===== config.mk =====
export PLATFORM = sky130hd
export DESIGN_NAME = crc3_frame_unit
export DESIGN_NICKNAME = d
export VERILOG_FILES = /design/src/rtl/crc3_pkg.sv /design/src/rtl/crc_bit_cell.sv /design/src/rtl/crc_serial_chain.sv /design/src/rtl/crc_frame_shaper.sv /design/src/rtl/crc_out_stage.sv /design/src/rtl/crc3_frame_unit.sv
export SDC_FILE = /design/constraint.sdc
export NUM_CORES = 1
export LEC_CHECK = 0
export BUFFER_PORTS_ARGS = -buffer_cell sky130_fd_sc_hd__buf_2
export CORE_UTILIZATION = 46
export DETAILED_ROUTE_END_ITERATION = 12
export PLACE_DENSITY = 0.76
export SETUP_SLACK_MARGIN = 0.15
export SLEW_MARGIN = 10
export SYNTH_ARGS = -nofsm -noshare
export SYNTH_HDL_FRONTEND = slang
export SYNTH_HIERARCHICAL = 1
export SYNTH_SLANG_ARGS = --single-unit

===== constraint.sdc =====
create_clock -name clk -period 0.8 [get_ports clk]
set_clock_uncertainty 0.15 [all_clocks]
set_input_delay 0.04 -clock clk [delete_from_list [all_inputs] [get_ports clk]]
set_output_delay 0.04 -clock clk [all_outputs]
set_load 0.005 [all_outputs]

===== src/rtl/crc3_pkg.sv =====
package crc3_pkg;
   typedef enum logic {
      MODE_GEN = 1'b0,
      MODE_CHK = 1'b1
   } crc_mode_e;

   localparam int DEF_DATA_W = 32;
   localparam int DEF_CRC_W  = 3;
   localparam int DEF_SEED   = 5;
   localparam int DEF_POLY   = 11;
endpackage


===== src/rtl/crc_bit_cell.sv =====
module crc_bit_cell #(
   parameter int               CRC_W     = 3,
   parameter logic [CRC_W-1:0] POLY_BITS = 3'b011
) (
   input  logic [CRC_W-1:0] st_in,
   input  logic             din,
   output logic [CRC_W-1:0] st_out
);
   logic             fb;
   logic [CRC_W-1:0] shifted;

   always_comb begin
      fb      = st_in[CRC_W-1];
      shifted = {st_in[CRC_W-2:0], din};
      st_out  = fb ? (shifted ^ POLY_BITS) : shifted;
   end
endmodule


===== src/rtl/crc_serial_chain.sv =====
module crc_serial_chain #(
   parameter int               DATA_W    = 32,
   parameter int               CRC_W     = 3,
   parameter int               SEED      = 5,
   parameter logic [CRC_W-1:0] POLY_BITS = 3'b011
) (
   input  logic [DATA_W-1:0] word,
   output logic [CRC_W-1:0]  rem
);
   localparam logic [CRC_W-1:0] SEED_BITS = CRC_W'(SEED);

   logic [DATA_W:0][CRC_W-1:0] st;

   assign st[0] = SEED_BITS;

   for (genvar i = 0; i < DATA_W; i++) begin : g_step
      crc_bit_cell #(
         .CRC_W     (CRC_W),
         .POLY_BITS (POLY_BITS)
      ) u_cell (
         .st_in  (st[i]),
         .din    (word[DATA_W-1-i]),
         .st_out (st[i+1])
      );
   end

   assign rem = st[DATA_W];
endmodule


===== src/rtl/crc_frame_shaper.sv =====
module crc_frame_shaper
   import crc3_pkg::*;
#(
   parameter int DATA_W = 32,
   parameter int CRC_W  = 3
) (
   input  logic              mode,
   input  logic [DATA_W-1:0] word,
   input  logic [CRC_W-1:0]  rem,
   output logic [DATA_W-1:0] msg,
   output logic [DATA_W-1:0] frame,
   output logic [CRC_W-1:0]  crc,
   output logic              ok
);
   logic is_chk;

   always_comb begin
      is_chk = (mode == MODE_CHK);
      msg    = is_chk ? word : {word[DATA_W-1:CRC_W], {CRC_W{1'b0}}};
      frame  = is_chk ? word : {word[DATA_W-1:CRC_W], rem};
      crc    = rem;
      ok     = is_chk && (rem == '0);
   end
endmodule


===== src/rtl/crc_out_stage.sv =====
module crc_out_stage #(
   parameter int W       = 36,
   parameter bit OUT_REG = 1'b1
) (
   input  logic         clk,
   input  logic         rst_n,
   input  logic [W-1:0] d,
   output logic [W-1:0] q
);
   if (OUT_REG) begin : g_reg
      always_ff @(posedge clk or negedge rst_n) begin
         if (!rst_n) q <= '0;
         else        q <= d;
      end
   end else begin : g_comb
      assign q = d;
   end
endmodule


===== src/rtl/crc3_frame_unit.sv =====
module crc3_frame_unit
   import crc3_pkg::*;
#(
   parameter int DATA_W  = DEF_DATA_W,
   parameter int CRC_W   = DEF_CRC_W,
   parameter int SEED    = DEF_SEED,
   parameter int POLY    = DEF_POLY,
   parameter bit OUT_REG = 1'b1
) (
   input  logic              clk,
   input  logic              rst_n,
   input  logic [DATA_W-1:0] in_word,
   input  logic              in_mode,
   output logic [DATA_W-1:0] out_frame,
   output logic [CRC_W-1:0]  out_crc,
   output logic              out_ok
);
   localparam logic [CRC_W-1:0] POLY_BITS = CRC_W'(POLY);
   localparam int               RES_W     = DATA_W + CRC_W + 1;

   if (CRC_W < 2) begin : g_bad_crc_w
      $error("CRC_W must be at least 2");
   end
   if (DATA_W <= CRC_W) begin : g_bad_data_w
      $error("DATA_W must exceed CRC_W");
   end
   if (POLY_BITS[0] != 1'b1) begin : g_bad_poly
      $error("polynomial needs a unit term for single-bit detection");
   end
   if (SEED < 0 || SEED >= (1 << CRC_W)) begin : g_bad_seed
      $error("SEED does not fit in CRC_W bits");
   end

   logic [DATA_W-1:0] msg;
   logic [DATA_W-1:0] frame_c;
   logic [CRC_W-1:0]  rem;
   logic [CRC_W-1:0]  crc_c;
   logic              ok_c;
   logic [RES_W-1:0]  res_d;
   logic [RES_W-1:0]  res_q;

   crc_frame_shaper #(
      .DATA_W (DATA_W),
      .CRC_W  (CRC_W)
   ) u_shaper (
      .mode  (in_mode),
      .word  (in_word),
      .rem   (rem),
      .msg   (msg),
      .frame (frame_c),
      .crc   (crc_c),
      .ok    (ok_c)
   );

   crc_serial_chain #(
      .DATA_W    (DATA_W),
      .CRC_W     (CRC_W),
      .SEED      (SEED),
      .POLY_BITS (POLY_BITS)
   ) u_chain (
      .word (msg),
      .rem  (rem)
   );

   assign res_d = {frame_c, crc_c, ok_c};

   crc_out_stage #(
      .W       (RES_W),
      .OUT_REG (OUT_REG)
   ) u_out (
      .clk   (clk),
      .rst_n (rst_n),
      .d     (res_d),
      .q     (res_q)
   );

   assign out_frame = res_q[RES_W-1 -: DATA_W];
   assign out_crc   = res_q[CRC_W:1];
   assign out_ok    = res_q[0];

   // the generated frame carries the chain's code in its low field
   p_gen_low_field_r2: assert property (@(posedge clk) disable iff (!rst_n)
      (in_mode == MODE_GEN) |-> (frame_c[CRC_W-1:0] == rem));

   // the upper part of a generated frame is the input's upper part
   p_gen_upper_kept_r2: assert property (@(posedge clk) disable iff (!rst_n)
      (in_mode == MODE_GEN) |-> (frame_c[DATA_W-1:CRC_W] == in_word[DATA_W-1:CRC_W]));

   // a checked word passes through untouched
   p_chk_passthru_r3: assert property (@(posedge clk) disable iff (!rst_n)
      (in_mode == MODE_CHK) |-> (frame_c == in_word));

   // generate mode feeds the chain with a cleared code field
   p_gen_field_cleared_r4: assert property (@(posedge clk) disable iff (!rst_n)
      (in_mode == MODE_GEN) |-> (msg[CRC_W-1:0] == '0));

   if (OUT_REG) begin : g_chk_reg
      // a registered pass flag comes from a check-mode input one edge back
      p_ok_lags_mode_r7: assert property (@(posedge clk) disable iff (!rst_n)
         out_ok |-> ($past(in_mode) == MODE_CHK));
   end else begin : g_chk_comb
      // a combinational pass flag only appears in check mode
      p_ok_needs_chk_r8: assert property (@(posedge clk) disable iff (!rst_n)
         out_ok |-> (in_mode == MODE_CHK));
   end
endmodule


# --- Yosys cells after proc, flatten, opt, wreduce, memory -nomap -nowiden ---
# Cells that the tools add are included.
word_totals:
  register_bits: 36
  in_bits: 35
  output_inout_bits: 36
  wordCells: 66
op_classes:
  mux: 32
  bitwise_logic: 31
  reduce_logical: 2
ops:
  columns: ["operator", "n"]
  rows:
  - ["inverter 2 bit", 31]
  - ["two-way mux 2 bit", 30]
  - ["two-way mux 3 bit", 2]
  - ["logical NOT 3 bit", 1]
  - ["logical AND 1 bit", 1]

# --- Logic depth before layout (Yosys ltp) ---
# Gate-level depths: netlist (run 1).
depth:
  ltp_word: 62
  mapped_depth: 34
  ltp_nobuf: 23

# --- Cells and area by module ---
# Netlist (run 1), hierarchy kept.
by_module_without_submodules:
  columns: ["mod", "instances", "cells_per_inst", "area_per_inst_um2", "seq_area_each_um2"]
  rows:
  - ["crc_out_stage", 1, 36, 900.9, 900.9]
  - ["crc_bit_cell", 32, 3, 25.0, 0.0]
  - ["crc_frame_shaper", 1, 68, 525.5, 0.0]
  - ["crc_serial_chain", 1, 2, 7.5, 0.0]

# --- Worst setup path after synthesis (run 1) ---
# No wires, ideal clock.
synth_path:
  path_type: "input port to flip-flop"
  from: "input in_word[31]"
  to: "register u_out.q[5]"
  setup_time_ns: 0.127
  t_arrival_ns: 4.969
  slack_ns: -4.446
  stages: 34
  cell_sequence: "buf_4 xor2_1 xor2_1 buf_4 xor2_1 xor2_1 buf_4 xor2_1 xor2_1 buf_4 xor2_1 xor2_1 buf_4 xor2_1 xor2_1 buf_4 xor2_1 xor2_1 buf_4 xor2_1 xor2_1 buf_4 xor2_1 xor2_1 buf_4 xor2_1 xor2_1 buf_4 xor2_1 xor2_1 buf_4 xor2_1 xor2_1 mux2_1"
synth_rtl:
  columns: ["element", "line", "text"]
  rows:
  - ["start, declared", "crc3_frame_unit.sv:12", "input logic [DATA_W-1:0] in_word,"]
  - ["end signal, assigned", "crc_out_stage.sv:12", "if (!rst_n) q <= '0;"]
  - ["end signal, assigned", "crc_out_stage.sv:13", "else q <= d;"]
  - ["end, declared", "crc_out_stage.sv:8", "output logic [W-1:0] q"]

==> results of run 1 <==
==> timing repair <==
action	CTS	global route
pin swaps	17	23
endpoints found under the setup margin	43	43
resized for setup	8	14
buffers inserted	4	1
endpoints found under the hold margin	68	32
==> worst max-delay path by stage <==
stage / to / cells past startpoint / from
after detailed placement: u_out/q[4] / 24 / in_word[31]
after CTS: u_out/q[5] / 23 / in_word[31]
final: u_out/q[6] / 24 / in_word[31]
after global routing: u_out/q[4] / 23 / in_word[31]
after global placement: u_out/q[5] / 24 / in_word[31]
after floorplan: u_out/q[5] / 33 / in_word[30]
==> metal layers <==
metal  track usage  vias to the layer above  share of wire
li1              -                      497              -
met1         0.130                      470           0.40
met2         0.224                       35           0.54
met3        0.0352                        2          0.046
met4        0.0523                        0          0.012
met5             0                        -              0
==> area by class of cell <==
type                       count  area, sq um  share of cell area
sequential                    36          901               0.380
multi-input combinational     75          838               0.353
tap                           52         65.1              0.0274
clock inverter                 1         5.00             0.00211
timing repair buffer          85          492               0.207
clock buffer                   6         72.6              0.0306
==> cells in the final DEF (no fill, tap or decap), drive strengths merged <==
master / synthesis / final
and2: 3 / 3
buf: 93 / 84
clkbuf: 0 / 6
clkinv: 0 / 1
conb: 2 / 4
dfrtp: 36 / 36
dlygate4sd3: 0 / 1
mux2: 3 / 3
nor4b: 1 / 1
xor2: 64 / 64
==> Yosys cell counts (all sizes together) <==
cell and n:
dfrtp 36, buf 93, mux2 3, xor2 64, nor4b 1, conb 2, and2 3
==> through the flow <==
step	hold slack [ns]	setup slack, ns	instances
2_1_floorplan	-0.406	-4.33	204
3_3_place_gp	-0.138	-4.89	242
3_5_place_dp	-0.114	-5.01	242
4_1_cts	-0.291	-4.54	254
5_1_grt	-0.284	-4.97	255
6_report	-0.273	-4.54	255
==> cells by family (layout without fill, tap and decap cells) <==
kind of cell | count (synthesis) | count (layout) | synth area share
xor+xnor | 64 | 64 | 0.251
buf+inv | 93 | 92 | 0.312
flops | 36 | 36 | 0.403
mux | 3 | 3 | 0.0151
other cells | 2 | 4 | 0.00336
simple gates | 4 | 4 | 0.0151
==> report_table.html, run 1 <==
<table>
<tr><th>Metric</th><th>Value</th></tr>
<tr><th colspan="2">Floorplanning</th></tr>
<tr><td>Number of core rows</td><td>24</td></tr>
<tr><td>Starting density of the core</td><td>0.496</td></tr>
<tr><td>Die extent in y</td><td>71.7 microns</td></tr>
<tr><td>Count of pins on the block boundary</td><td>71</td></tr>
<tr><td>Die span in x</td><td>71.7 microns</td></tr>
<tr><td>Core area</td><td>4500 sq um</td></tr>
<tr><td>Total Die Area</td><td>5140 sq um</td></tr>
<tr><th colspan="2">Route</th></tr>
<tr><td>Detail-routed net length per standard cell</td><td>11.6 microns</td></tr>
<tr><td>Aggregate routed wire length</td><td>2.96 mm</td></tr>
<tr><td>DRC violation count after routing</td><td>0</td></tr>
<tr><td>Via count</td><td>1004</td></tr>
<tr><td>Drt first pass iters</td><td>4</td></tr>
<tr><td>Ratio of routed vias to standard cells</td><td>3.94</td></tr>
<tr><td>Initial DRC count</td><td>16</td></tr>
<tr><td>Post-route antenna net violation count</td><td>0</td></tr>
<tr><th colspan="2">Outcome</th></tr>
<tr><td>Violations in the final reports</td><td>negative hold slack, negative setup slack</td></tr>
<tr><td>Status</td><td>finished with violations</td></tr>
<tr><th colspan="2">Setup path</th></tr>
<tr><td>Cell-by-cell trace of the critical path</td><td>buf_8 -&gt; xor2_4 -&gt; xor2_2 -&gt; xor2_1 -&gt; xor2_1 -&gt; xor2_1 -&gt; xor2_1 -&gt; xor2_1 -&gt; xor2_1 -&gt; xor2_1 -&gt; xor2_1 -&gt; xor2_1 -&gt; xor2_1 -&gt; xor2_1 -&gt; xor2_1 -&gt; xor2_2 -&gt; xor2_2 -&gt; xor2_4 -&gt; xor2_2 -&gt; xor2_4 -&gt; buf_6 -&gt; xor2_4 -&gt; xor2_2 -&gt; mux2_4</td></tr>
<tr><td>Buffers and inverters on the worst path</td><td>2</td></tr>
<tr><td>Type of the setup path with the least slack</td><td>primary input to flop</td></tr>
<tr><td>Arrival @ worst endpoint</td><td>5.35 ns</td></tr>
<tr><td>Top cell family by delay on the critical path</td><td>XOR/XNOR gates</td></tr>
<tr><td>Endpoint kind of the worst setup timing path</td><td>flop</td></tr>
<tr><td>Master of the slowest instance on the critical path</td><td>xor2_2</td></tr>
<tr><td>Most used cell, CP</td><td>xor2_1</td></tr>
<tr><td>Critical Path Fanout Max</td><td>3</td></tr>
<tr><td>Crit-path max cell delay</td><td>0.30 ns</td></tr>
<tr><td>WP data required</td><td>0.81 ns</td></tr>
<tr><td>Worst Setup Start Kind</td><td>primary input</td></tr>
<tr><th colspan="2">Synth</th></tr>
<tr><td>Distinct cells, synth</td><td>7</td></tr>
<tr><td>Seq cells post-synth</td><td>36</td></tr>
<tr><td>Fraction of synthesized cell area taken by the top area cell type</td><td>0.403</td></tr>
<tr><td>Largest area contributor in the synthesized netlist</td><td>dfrtp_1</td></tr>
<tr><td>Ranking of synthesized cells by area</td><td>dfrtp_1 (40%), buf_4 (31%), xor2_1 (25%)</td></tr>
<tr><td>Count of yosys warnings during synthesis</td><td>6</td></tr>
<tr><td>Sequential cell area fraction in the yosys report</td><td>0.403</td></tr>
<tr><td>Gate count of the mapped netlist</td><td>202</td></tr>
<tr><td>Syn avg cell area</td><td>11.1 sq um</td></tr>
<tr><td>Area of the mapped netlist</td><td>2230 sq um</td></tr>
<tr><th colspan="2">GRT</th></tr>
<tr><td>Vias in the first global route</td><td>1059</td></tr>
<tr><td>GR Util All Layers</td><td>0.122</td></tr>
<tr><td>Maximum number of pins on one net before global-route repair</td><td>37</td></tr>
<tr><td>Wire length of the first global-routing pass</td><td>4.67 mm</td></tr>
<tr><td>GRT Residual Overflow</td><td>0</td></tr>
<tr><td>Antenna violations before repair</td><td>0</td></tr>
<tr><th colspan="2">Timing</th></tr>
<tr><td>Highest clock rate</td><td>187 MHz</td></tr>
<tr><td>Setup repair after global routing missed its margin</td><td>yes</td></tr>
<tr><td>Share of the clock period used by the worst path after layout</td><td>6.68</td></tr>
<tr><td>Setup-violating endpoint count in the final report</td><td>43</td></tr>
<tr><td>Post-layout worst setup margin</td><td>-4.54 ns</td></tr>
<tr><td>Smallest hold slack</td><td>-0.273 ns</td></tr>
<tr><td>Final Slew Violations</td><td>0</td></tr>
<tr><td>Period minus WS final</td><td>5.34 ns</td></tr>
<tr><td>Final total negative setup slack</td><td>-36.27 ns</td></tr>
<tr><td>Total count of hold-check failures in the final report</td><td>32</td></tr>
<tr><th colspan="2">Cells and area</th></tr>
<tr><td>Post-layout utilization of the core</td><td>0.527</td></tr>
<tr><td>Final nets</td><td>238</td></tr>
<tr><td>Number of inserted diodes</td><td>0</td></tr>
<tr><td>Filler instances</td><td>402</td></tr>
<tr><td>Largest register by flop count</td><td>u_out/q</td></tr>
<tr><td>Finished Cell Area</td><td>2370 sq um</td></tr>
<tr><td>Flip-flop count of the largest register, all copies and words added</td><td>36</td></tr>
<tr><td>Top Registers</td><td>u_out/q x36</td></tr>
<tr><td>Area growth syn-to-layout</td><td>6.22%</td></tr>
<tr><td>Proportion of layout cells with a drive suffix above 1</td><td>0.547</td></tr>
<tr><th colspan="2">Placed design</th></tr>
<tr><td>Routability congestion estimate</td><td>0.676</td></tr>
<tr><td>Sum of net half-perimeters after detailed placement</td><td>2.26 mm</td></tr>
<tr><td>Number of buffers added on ports</td><td>70</td></tr>
<tr><td>Cell Area, Placed</td><td>2070 sq um</td></tr>
<tr><th colspan="2">Hold path</th></tr>
<tr><td>Hold path start</td><td>in_word[31]</td></tr>
<tr><td>Worst hold endpoint</td><td>u_out/q[35]</td></tr>
<tr><td>Type of the tightest min-delay check</td><td>primary input to flop</td></tr>
<tr><td>Cell depth of the worst hold path</td><td>1</td></tr>
<tr><th colspan="2">Clock network</th></tr>
<tr><td>Root buffer cell</td><td>clkbuf_8</td></tr>
<tr><td>Clock tree from TritonCTS</td><td>yes</td></tr>
<tr><td>Clock-pin slew on the worst setup and hold paths</td><td>0.07 ns</td></tr>
<tr><td>Number of sinks on the clock net</td><td>36</td></tr>
<tr><td>H-tree levels</td><td>2</td></tr>
<tr><td>Maximum clock path buffer count</td><td>2</td></tr>
<tr><td>Clock buffer count from CTS</td><td>5</td></tr>
<tr><td>Hold buffer count at cts</td><td>1</td></tr>
<tr><th colspan="2">Job</th></tr>
<tr><td># Max-Cap Violations</td><td>0</td></tr>
</table>
Power of run 1 is not shown: default switching activity piles up to over one toggle a cycle in this logic, so the estimate is an artifact.
==> inputs of run 2 (changes only) <==
--- a/config.mk
+++ b/config.mk
@@ -7,4 +7,5 @@
 export LEC_CHECK = 0
 export BUFFER_PORTS_ARGS = -buffer_cell sky130_fd_sc_hd__buf_2
+export CAP_MARGIN = 15
 export CORE_UTILIZATION = 46
 export DETAILED_ROUTE_END_ITERATION = 12
==> constraint.sdc (replaced) <==
create_clock -name clk -period 0.8 [get_ports clk]
set_clock_uncertainty 0.15 [all_clocks]
set_input_delay 0.24 -clock clk [delete_from_list [all_inputs] [get_ports clk]]
set_output_delay 0.24 -clock clk [all_outputs]
set_load 0.005 [all_outputs]
==> run 2 against run 1 <==
Compared with the run above: the flow still finishes with violations (negative hold slack, negative setup slack); critical path depth grew 1; count of clock-buffer cells in the layout is 2 higher; flip-flop and latch count unchanged; setup slack worse by 0.19 ns; hold slack worse by 0.093 ns; non-clock buffer count increased by 1; sequential share of layout area grew 0.92 points; global-route usage is 0.30 points lower; cell count rose by 0.78%; utilization decreased by 1.2 points; via count increased by 2.8%; final area fell by 2.4%; critical endpoint is now u_out/q[4]; largest cell class unchanged.
==> report_table.html, run 2 (synthesis gave the netlist of run 1 again) <==
<table>
<tr><th>Metric</th><th>Value</th></tr>
<tr><th colspan="2">Outcome</th></tr>
<tr><td>Status</td><td>finished with violations</td></tr>
<tr><td>Violations in the final reports</td><td>negative hold slack, negative setup slack</td></tr>
<tr><th colspan="2">Cells and area</th></tr>
<tr><td>Top Registers</td><td>u_out/q x36</td></tr>
<tr><td>Number of inserted diodes</td><td>0 (unchanged)</td></tr>
<tr><td>Filler instances</td><td>415 (+3.2%)</td></tr>
<tr><td>Most frequent cells in the layout</td><td>buf_2 (69), xor2_1 (55), dfrtp_1 (36)</td></tr>
<tr><td>Most frequent standard cell in the layout excluding fill and tap cells</td><td>buf_2</td></tr>
<tr><td>Post-layout utilization of the core</td><td>0.514 (-0.0125)</td></tr>
<tr><td>Largest register by flop count</td><td>u_out/q</td></tr>
<tr><td>Proportion of layout cells with a drive suffix above 1</td><td>0.512 (-0.0346)</td></tr>
<tr><td>Final nets</td><td>239 (+0.42%)</td></tr>
<tr><td>Non-Filler Instances</td><td>257 (+0.78%)</td></tr>
<tr><td>Flip-flop count of the largest register, all copies and words added</td><td>36 (unchanged)</td></tr>
<tr><td>Area growth syn-to-layout</td><td>3.70%</td></tr>
<tr><th colspan="2">Clock network</th></tr>
<tr><td>H-tree levels</td><td>2 (unchanged)</td></tr>
<tr><td>Root buffer cell</td><td>clkbuf_8</td></tr>
<tr><td>Number of sinks on the clock net</td><td>36 (unchanged)</td></tr>
<tr><td>Maximum clock path buffer count</td><td>2 (unchanged)</td></tr>
<tr><td>Clock tree from TritonCTS</td><td>yes</td></tr>
<tr><td>Clock-pin slew on the worst setup and hold paths</td><td>0.07 ns (about the same)</td></tr>
<tr><td>Clock buffer count from CTS</td><td>5 (unchanged)</td></tr>
<tr><th colspan="2">Timing</th></tr>
<tr><td>Total count of hold-check failures in the final report</td><td>62 (+94%)</td></tr>
<tr><td>Period minus WS final</td><td>5.53 ns (+0.185 ns)</td></tr>
<tr><td>Final Slew Violations</td><td>0 (unchanged)</td></tr>
<tr><td>Post-layout worst setup margin</td><td>-4.73 ns (-0.185 ns)</td></tr>
<tr><td>Setup-violating endpoint count in the final report</td><td>43 (unchanged)</td></tr>
<tr><td>Setup repair after global routing missed its margin</td><td>yes</td></tr>
<tr><td>Share of the clock period used by the worst path after layout</td><td>6.91 (+0.232)</td></tr>
<tr><td>Highest clock rate</td><td>181 MHz (-3.4%)</td></tr>
<tr><td>Smallest hold slack</td><td>-0.366 ns (-0.0934 ns)</td></tr>
<tr><th colspan="2">GRT</th></tr>
<tr><td>GRT Residual Overflow</td><td>0 (unchanged)</td></tr>
<tr><td>Vias in the first global route</td><td>1082 (+2.2%)</td></tr>
<tr><td>Wire length of the first global-routing pass</td><td>4.55 mm (-2.7%)</td></tr>
<tr><td>GR Util All Layers</td><td>0.119 (-0.00300)</td></tr>
<tr><td>Maximum number of pins on one net before global-route repair</td><td>19 (-49%)</td></tr>
<tr><td>Antenna violations before repair</td><td>0 (unchanged)</td></tr>
<tr><th colspan="2">Route</th></tr>
<tr><td>Ratio of routed vias to standard cells</td><td>4.02 (+2.0%)</td></tr>
<tr><td>DRC violation count after routing</td><td>0 (unchanged)</td></tr>
<tr><td>Via count</td><td>1032 (+2.8%)</td></tr>
<tr><td>Detail-routed net length per standard cell</td><td>11.2 microns (-3.3%)</td></tr>
<tr><td>Drt first pass iters</td><td>4 (unchanged)</td></tr>
<tr><td>Aggregate routed wire length</td><td>2.88 mm (-2.6%)</td></tr>
<tr><td>Post-route antenna net violation count</td><td>0 (unchanged)</td></tr>
<tr><td>Initial DRC count</td><td>14 (-2)</td></tr>
<tr><th colspan="2">Floorplanning</th></tr>
<tr><td>Number of core rows</td><td>24 (unchanged)</td></tr>
<tr><td>Die extent in y</td><td>71.7 microns (unchanged)</td></tr>
<tr><td>Total Die Area</td><td>5140 sq um (unchanged)</td></tr>
<tr><td>Starting density of the core</td><td>0.496 (unchanged)</td></tr>
<tr><td>Die span in x</td><td>71.7 microns (unchanged)</td></tr>
<tr><td>Count of pins on the block boundary</td><td>71 (unchanged)</td></tr>
<tr><td>Core area</td><td>4500 sq um (unchanged)</td></tr>
<tr><th colspan="2">Job</th></tr>
<tr><td># Max-Cap Violations</td><td>0 (unchanged)</td></tr>
<tr><th colspan="2">Setup path</th></tr>
<tr><td>Type of the setup path with the least slack</td><td>primary input to flop</td></tr>
<tr><td>Worst Setup Start Kind</td><td>primary input</td></tr>
<tr><td>Most used cell, CP</td><td>xor2_1</td></tr>
<tr><td>Arrival @ worst endpoint</td><td>5.54 ns (+0.19 ns)</td></tr>
<tr><td>Master of the slowest instance on the critical path</td><td>xor2_1</td></tr>
<tr><td>Critical Path Fanout Max</td><td>3 (unchanged)</td></tr>
<tr><td>Crit-path max cell delay</td><td>0.28 ns (-0.02 ns)</td></tr>
<tr><td>Buffers and inverters on the worst path</td><td>3 (+1)</td></tr>
<tr><td>Endpoint kind of the worst setup timing path</td><td>flop</td></tr>
<tr><td>Crit. path cell count</td><td>25 (+4.2%)</td></tr>
<tr><td>Top cell family by delay on the critical path</td><td>XOR/XNOR gates</td></tr>
<tr><td>WP data required</td><td>0.81 ns (about the same)</td></tr>
<tr><th colspan="2">Hold path</th></tr>
<tr><td>Type of the tightest min-delay check</td><td>primary input to asynchronous set/reset pin</td></tr>
<tr><th colspan="2">Placed design</th></tr>
<tr><td>Instance count after placement with tap cells included</td><td>243 (+0.41%)</td></tr>
<tr><td>Sum of net half-perimeters after detailed placement</td><td>2.29 mm (+1.5%)</td></tr>
<tr><td>Number of buffers added on ports</td><td>70 (unchanged)</td></tr>
<tr><td>Routability congestion estimate</td><td>0.702 (+3.9%)</td></tr>
</table>
==> run 2: cell count changes in the layout (fill, tap and decap cells not counted), moves of 2 or more <==
| cell | delta |
|---|---|
| xor2_4 | -2 |
| xor2_2 | -6 |
| xor2_1 | +8 |
| buf_4 | +2 |
==> run 2: layer usage <==
layer  part of all wire  wire (microns)  global-route usage
met3              0.057             165              0.0450
met5                  0               0                   0
met1               0.37            1050               0.114
met4              0.018              53              0.0588
met2               0.56            1610               0.222
==> run 2: final cells by class <==
type,instances,area (sq um),share of cell area
clock buffers,8,90.1,0.0389
multi-input cells,75,756,0.326
flip-flops and latches,36,901,0.389
well taps,52,65.1,0.0281
repair buffers,86,505,0.218
==> run 2: through the flow <==
step	area [sq um]	setup TNS [ns]	hold slack, ns	worst slack [ns]
after CTS	2260	-45.53	-0.370	-4.76
after global routing	2320	-49.10	-0.369	-5.18
after detailed placement	2090	-37.42	-0.0655	-5.24
after global placement	2090	-36.27	-0.0715	-5.10
after floorplan	2280	-31.05	-0.206	-4.53
final	2320	-44.86	-0.366	-4.73
==> run 2: worst max-delay path by stage <==
stage | start | end
floorplan | in_word[30] | u_out/q[5]
detailed placement | in_word[31] | u_out/q[5]
global route | in_word[31] | u_out/q[4]
finish | in_word[31] | u_out/q[4]
CTS | in_word[31] | u_out/q[5]
global placement | in_word[31] | u_out/q[5]
==> run 2: timing repair <==
action	in CTS	in global routing
pin swaps	16	18
endpoints found under the hold margin	62	62
buffers inserted	4	2
endpoints found under the setup margin	43	43
gates resized for setup	6	5
Power of run 2 is left out for the same reason.
==> inputs of run 3 (changes only) <==
Settings changed: ABC_AREA set to 0, RECOVER_POWER set to 25.
==> run 3 against run 2 <==
Compared with the run above: the flow still finishes with violations (negative hold slack, negative setup slack); non-clock buffer count stayed put; fmax hardly changed; sequential share of layout area is 0.27 points higher; critical path depth stayed put; flip-flop and latch count stayed put; cell count stayed put; count of clock-buffer cells in the layout stayed put; first-iteration DRC count is 7.1% higher; wire length is 0.14% lower; utilization is 0.36 points lower; global-route usage stayed put.
==> report_table.html, run 3 (synthesis gave the netlist of run 1 again) <==
<table>
<tr><th>Metric</th><th>Value</th></tr>
<tr><th colspan="2">Setup path</th></tr>
<tr><td>Worst setup endpoint</td><td>u_out/q[4]</td></tr>
<tr><td>WP data required</td><td>0.81 ns (about the same)</td></tr>
<tr><td>Top cell family by delay on the critical path</td><td>XOR/XNOR gates</td></tr>
<tr><td>Launch point of the critical path</td><td>in_word[31]</td></tr>
<tr><td>Crit. path cell count</td><td>25 (unchanged)</td></tr>
<tr><td>Buffers and inverters on the worst path</td><td>3 (unchanged)</td></tr>
<tr><td>Crit-path max cell delay</td><td>0.28 ns (about the same)</td></tr>
<tr><td>Master of the slowest instance on the critical path</td><td>xor2_1</td></tr>
<tr><td>Endpoint kind of the worst setup timing path</td><td>flop</td></tr>
<tr><td>Arrival @ worst endpoint</td><td>5.55 ns (about the same)</td></tr>
<tr><td>Worst Setup Start Kind</td><td>primary input</td></tr>
<tr><td>Most used cell, CP</td><td>xor2_1</td></tr>
<tr><td>Critical Path Fanout Max</td><td>3 (unchanged)</td></tr>
<tr><td>Type of the setup path with the least slack</td><td>primary input to flop</td></tr>
<tr><th colspan="2">Timing</th></tr>
<tr><td>Share of the clock period used by the worst path after layout</td><td>6.91 (about the same)</td></tr>
<tr><td>Setup-violating endpoint count in the final report</td><td>43 (unchanged)</td></tr>
<tr><td>Period minus WS final</td><td>5.53 ns (+0.00355 ns)</td></tr>
<tr><td>Setup repair after global routing missed its margin</td><td>yes</td></tr>
<tr><td>Highest clock rate</td><td>181 MHz (about the same)</td></tr>
<tr><td>Post-layout worst setup margin</td><td>-4.73 ns (-0.00355 ns)</td></tr>
<tr><td>Final Slew Violations</td><td>0 (unchanged)</td></tr>
<tr><td>Smallest hold slack</td><td>-0.331 ns (+0.0348 ns)</td></tr>
<tr><td>Total count of hold-check failures in the final report</td><td>47 (-24%)</td></tr>
<tr><th colspan="2">Cells and area</th></tr>
<tr><td>Top Registers</td><td>u_out/q x36</td></tr>
<tr><td>Flip-flop count of the largest register, all copies and words added</td><td>36 (unchanged)</td></tr>
<tr><td>Largest register by flop count</td><td>u_out/q</td></tr>
<tr><td>Final nets</td><td>239 (unchanged)</td></tr>
<tr><td>Area growth syn-to-layout</td><td>2.97%</td></tr>
<tr><td>Number of inserted diodes</td><td>0 (unchanged)</td></tr>
<tr><td>Post-layout utilization of the core</td><td>0.511 (-0.00361)</td></tr>
<tr><td>Most frequent cells in the layout</td><td>buf_2 (68), xor2_1 (55), dfrtp_1 (36)</td></tr>
<tr><td>Proportion of layout cells with a drive suffix above 1</td><td>0.507 (-0.00488)</td></tr>
<tr><td>Most frequent standard cell in the layout excluding fill and tap cells</td><td>buf_2</td></tr>
<tr><th colspan="2">Floorplanning</th></tr>
<tr><td>Starting density of the core</td><td>0.496 (unchanged)</td></tr>
<tr><td>Count of pins on the block boundary</td><td>71 (unchanged)</td></tr>
<tr><td>Die extent in y</td><td>71.7 microns (unchanged)</td></tr>
<tr><td>Die span in x</td><td>71.7 microns (unchanged)</td></tr>
<tr><td>Total Die Area</td><td>5140 sq um (unchanged)</td></tr>
<tr><td>Core area</td><td>4500 sq um (unchanged)</td></tr>
<tr><td>Number of core rows</td><td>24 (unchanged)</td></tr>
<tr><th colspan="2">GRT</th></tr>
<tr><td>Maximum number of pins on one net before global-route repair</td><td>19 (unchanged)</td></tr>
<tr><td>Wire length of the first global-routing pass</td><td>4.55 mm (unchanged)</td></tr>
<tr><td>Vias in the first global route</td><td>1082 (unchanged)</td></tr>
<tr><td>GRT Residual Overflow</td><td>0 (unchanged)</td></tr>
<tr><td>GR Util All Layers</td><td>0.119 (unchanged)</td></tr>
<tr><td>Antenna violations before repair</td><td>0 (unchanged)</td></tr>
<tr><th colspan="2">Route</th></tr>
<tr><td>Initial DRC count</td><td>15 (+1)</td></tr>
<tr><td>DRC violation count after routing</td><td>0 (unchanged)</td></tr>
<tr><td>Via count</td><td>1034 (+0.19%)</td></tr>
<tr><td>Drt first pass iters</td><td>4 (unchanged)</td></tr>
<tr><td>Ratio of routed vias to standard cells</td><td>4.02 (+0.19%)</td></tr>
<tr><td>Aggregate routed wire length</td><td>2.88 mm (-0.14%)</td></tr>
<tr><td>Post-route antenna net violation count</td><td>0 (unchanged)</td></tr>
<tr><td>Detail-routed net length per standard cell</td><td>11.2 microns (-0.14%)</td></tr>
<tr><th colspan="2">Placed design</th></tr>
<tr><td>Routability congestion estimate</td><td>0.702 (unchanged)</td></tr>
<tr><td>Sum of net half-perimeters after detailed placement</td><td>2.29 mm (unchanged)</td></tr>
<tr><td>Number of buffers added on ports</td><td>70 (unchanged)</td></tr>
<tr><th colspan="2">Clock network</th></tr>
<tr><td>Clock buffer count from CTS</td><td>5 (unchanged)</td></tr>
<tr><td>Number of sinks on the clock net</td><td>36 (unchanged)</td></tr>
<tr><td>Clock tree from TritonCTS</td><td>yes</td></tr>
<tr><td>Root buffer cell</td><td>clkbuf_8</td></tr>
<tr><td>Clock-pin slew on the worst setup and hold paths</td><td>0.07 ns (about the same)</td></tr>
<tr><td>H-tree levels</td><td>2 (unchanged)</td></tr>
<tr><td>Maximum clock path buffer count</td><td>2 (unchanged)</td></tr>
<tr><th colspan="2">Outcome</th></tr>
<tr><td>Violations in the final reports</td><td>negative hold slack, negative setup slack</td></tr>
<tr><td>Status</td><td>finished with violations</td></tr>
<tr><th colspan="2">Job</th></tr>
<tr><td># Max-Cap Violations</td><td>0 (unchanged)</td></tr>
<tr><th colspan="2">Hold path</th></tr>
<tr><td>Type of the tightest min-delay check</td><td>primary input to asynchronous set/reset pin</td></tr>
</table>
-- run 3: cell count changes in the layout (fill, tap and decap cells not counted) --
cell and change:
buf_12 -1, buf_2 -1, clkbuf_1 +1, clkbuf_2 +1
-- run 3: worst min-delay path by stage --
stage	startpoint	endpoint
6_report	rst_n	u_out/q[33]
5_1_grt	rst_n	u_out/q[33]
4_1_cts	rst_n	u_out/q[33]
3_5_place_dp	rst_n	u_out/q[33]
3_3_place_gp	rst_n	u_out/q[35]
2_1_floorplan	rst_n	u_out/q[0]
-- run 3: metrics by stage --
step                      cell area (sq um)  TNS [ns]  std cells  setup slack, ns
final                                  2300    -44.89        257            -4.73
after detailed placement               2090    -37.42        243            -5.24
after floorplan                        2280    -31.05        204            -4.53
after global routing                   2300    -49.10        257            -5.18
after global placement                 2090    -36.27        243            -5.10
after CTS                              2260    -45.53        255            -4.76
-- run 3: per-layer routing --
metal / wire (microns) / vias to the layer above / part of all wire / track usage
met4: 53 / 0 / 0.018 / 0.0588
met3: 165 / 7 / 0.057 / 0.0450
met2: 1610 / 36 / 0.56 / 0.222
li1: - / 510 / - / -
met1: 1050 / 481 / 0.37 / 0.114
met5: 0 / - / 0 / 0
-- run 3: cell type report --
type / count / area [sq um]
well taps: 52 / 65.1
repair buffers: 86 / 489
flip-flops and latches: 36 / 901
clock buffers: 8 / 90.1
multi-input cells: 75 / 756
fillers: 417 / 2200
-- run 3: timing repair --
| action | CTS | global route |
|---|---|---|
| setup buffers | 4 | 2 |
| endpoints found under the hold margin | 62 | 62 |
| resized for setup | 6 | 5 |
| endpoints found under the setup margin | 43 | 43 |
| pin swaps | 16 | 18 |
| gates cloned | 0 | 0 |
Power of run 3 is left out for the same reason.
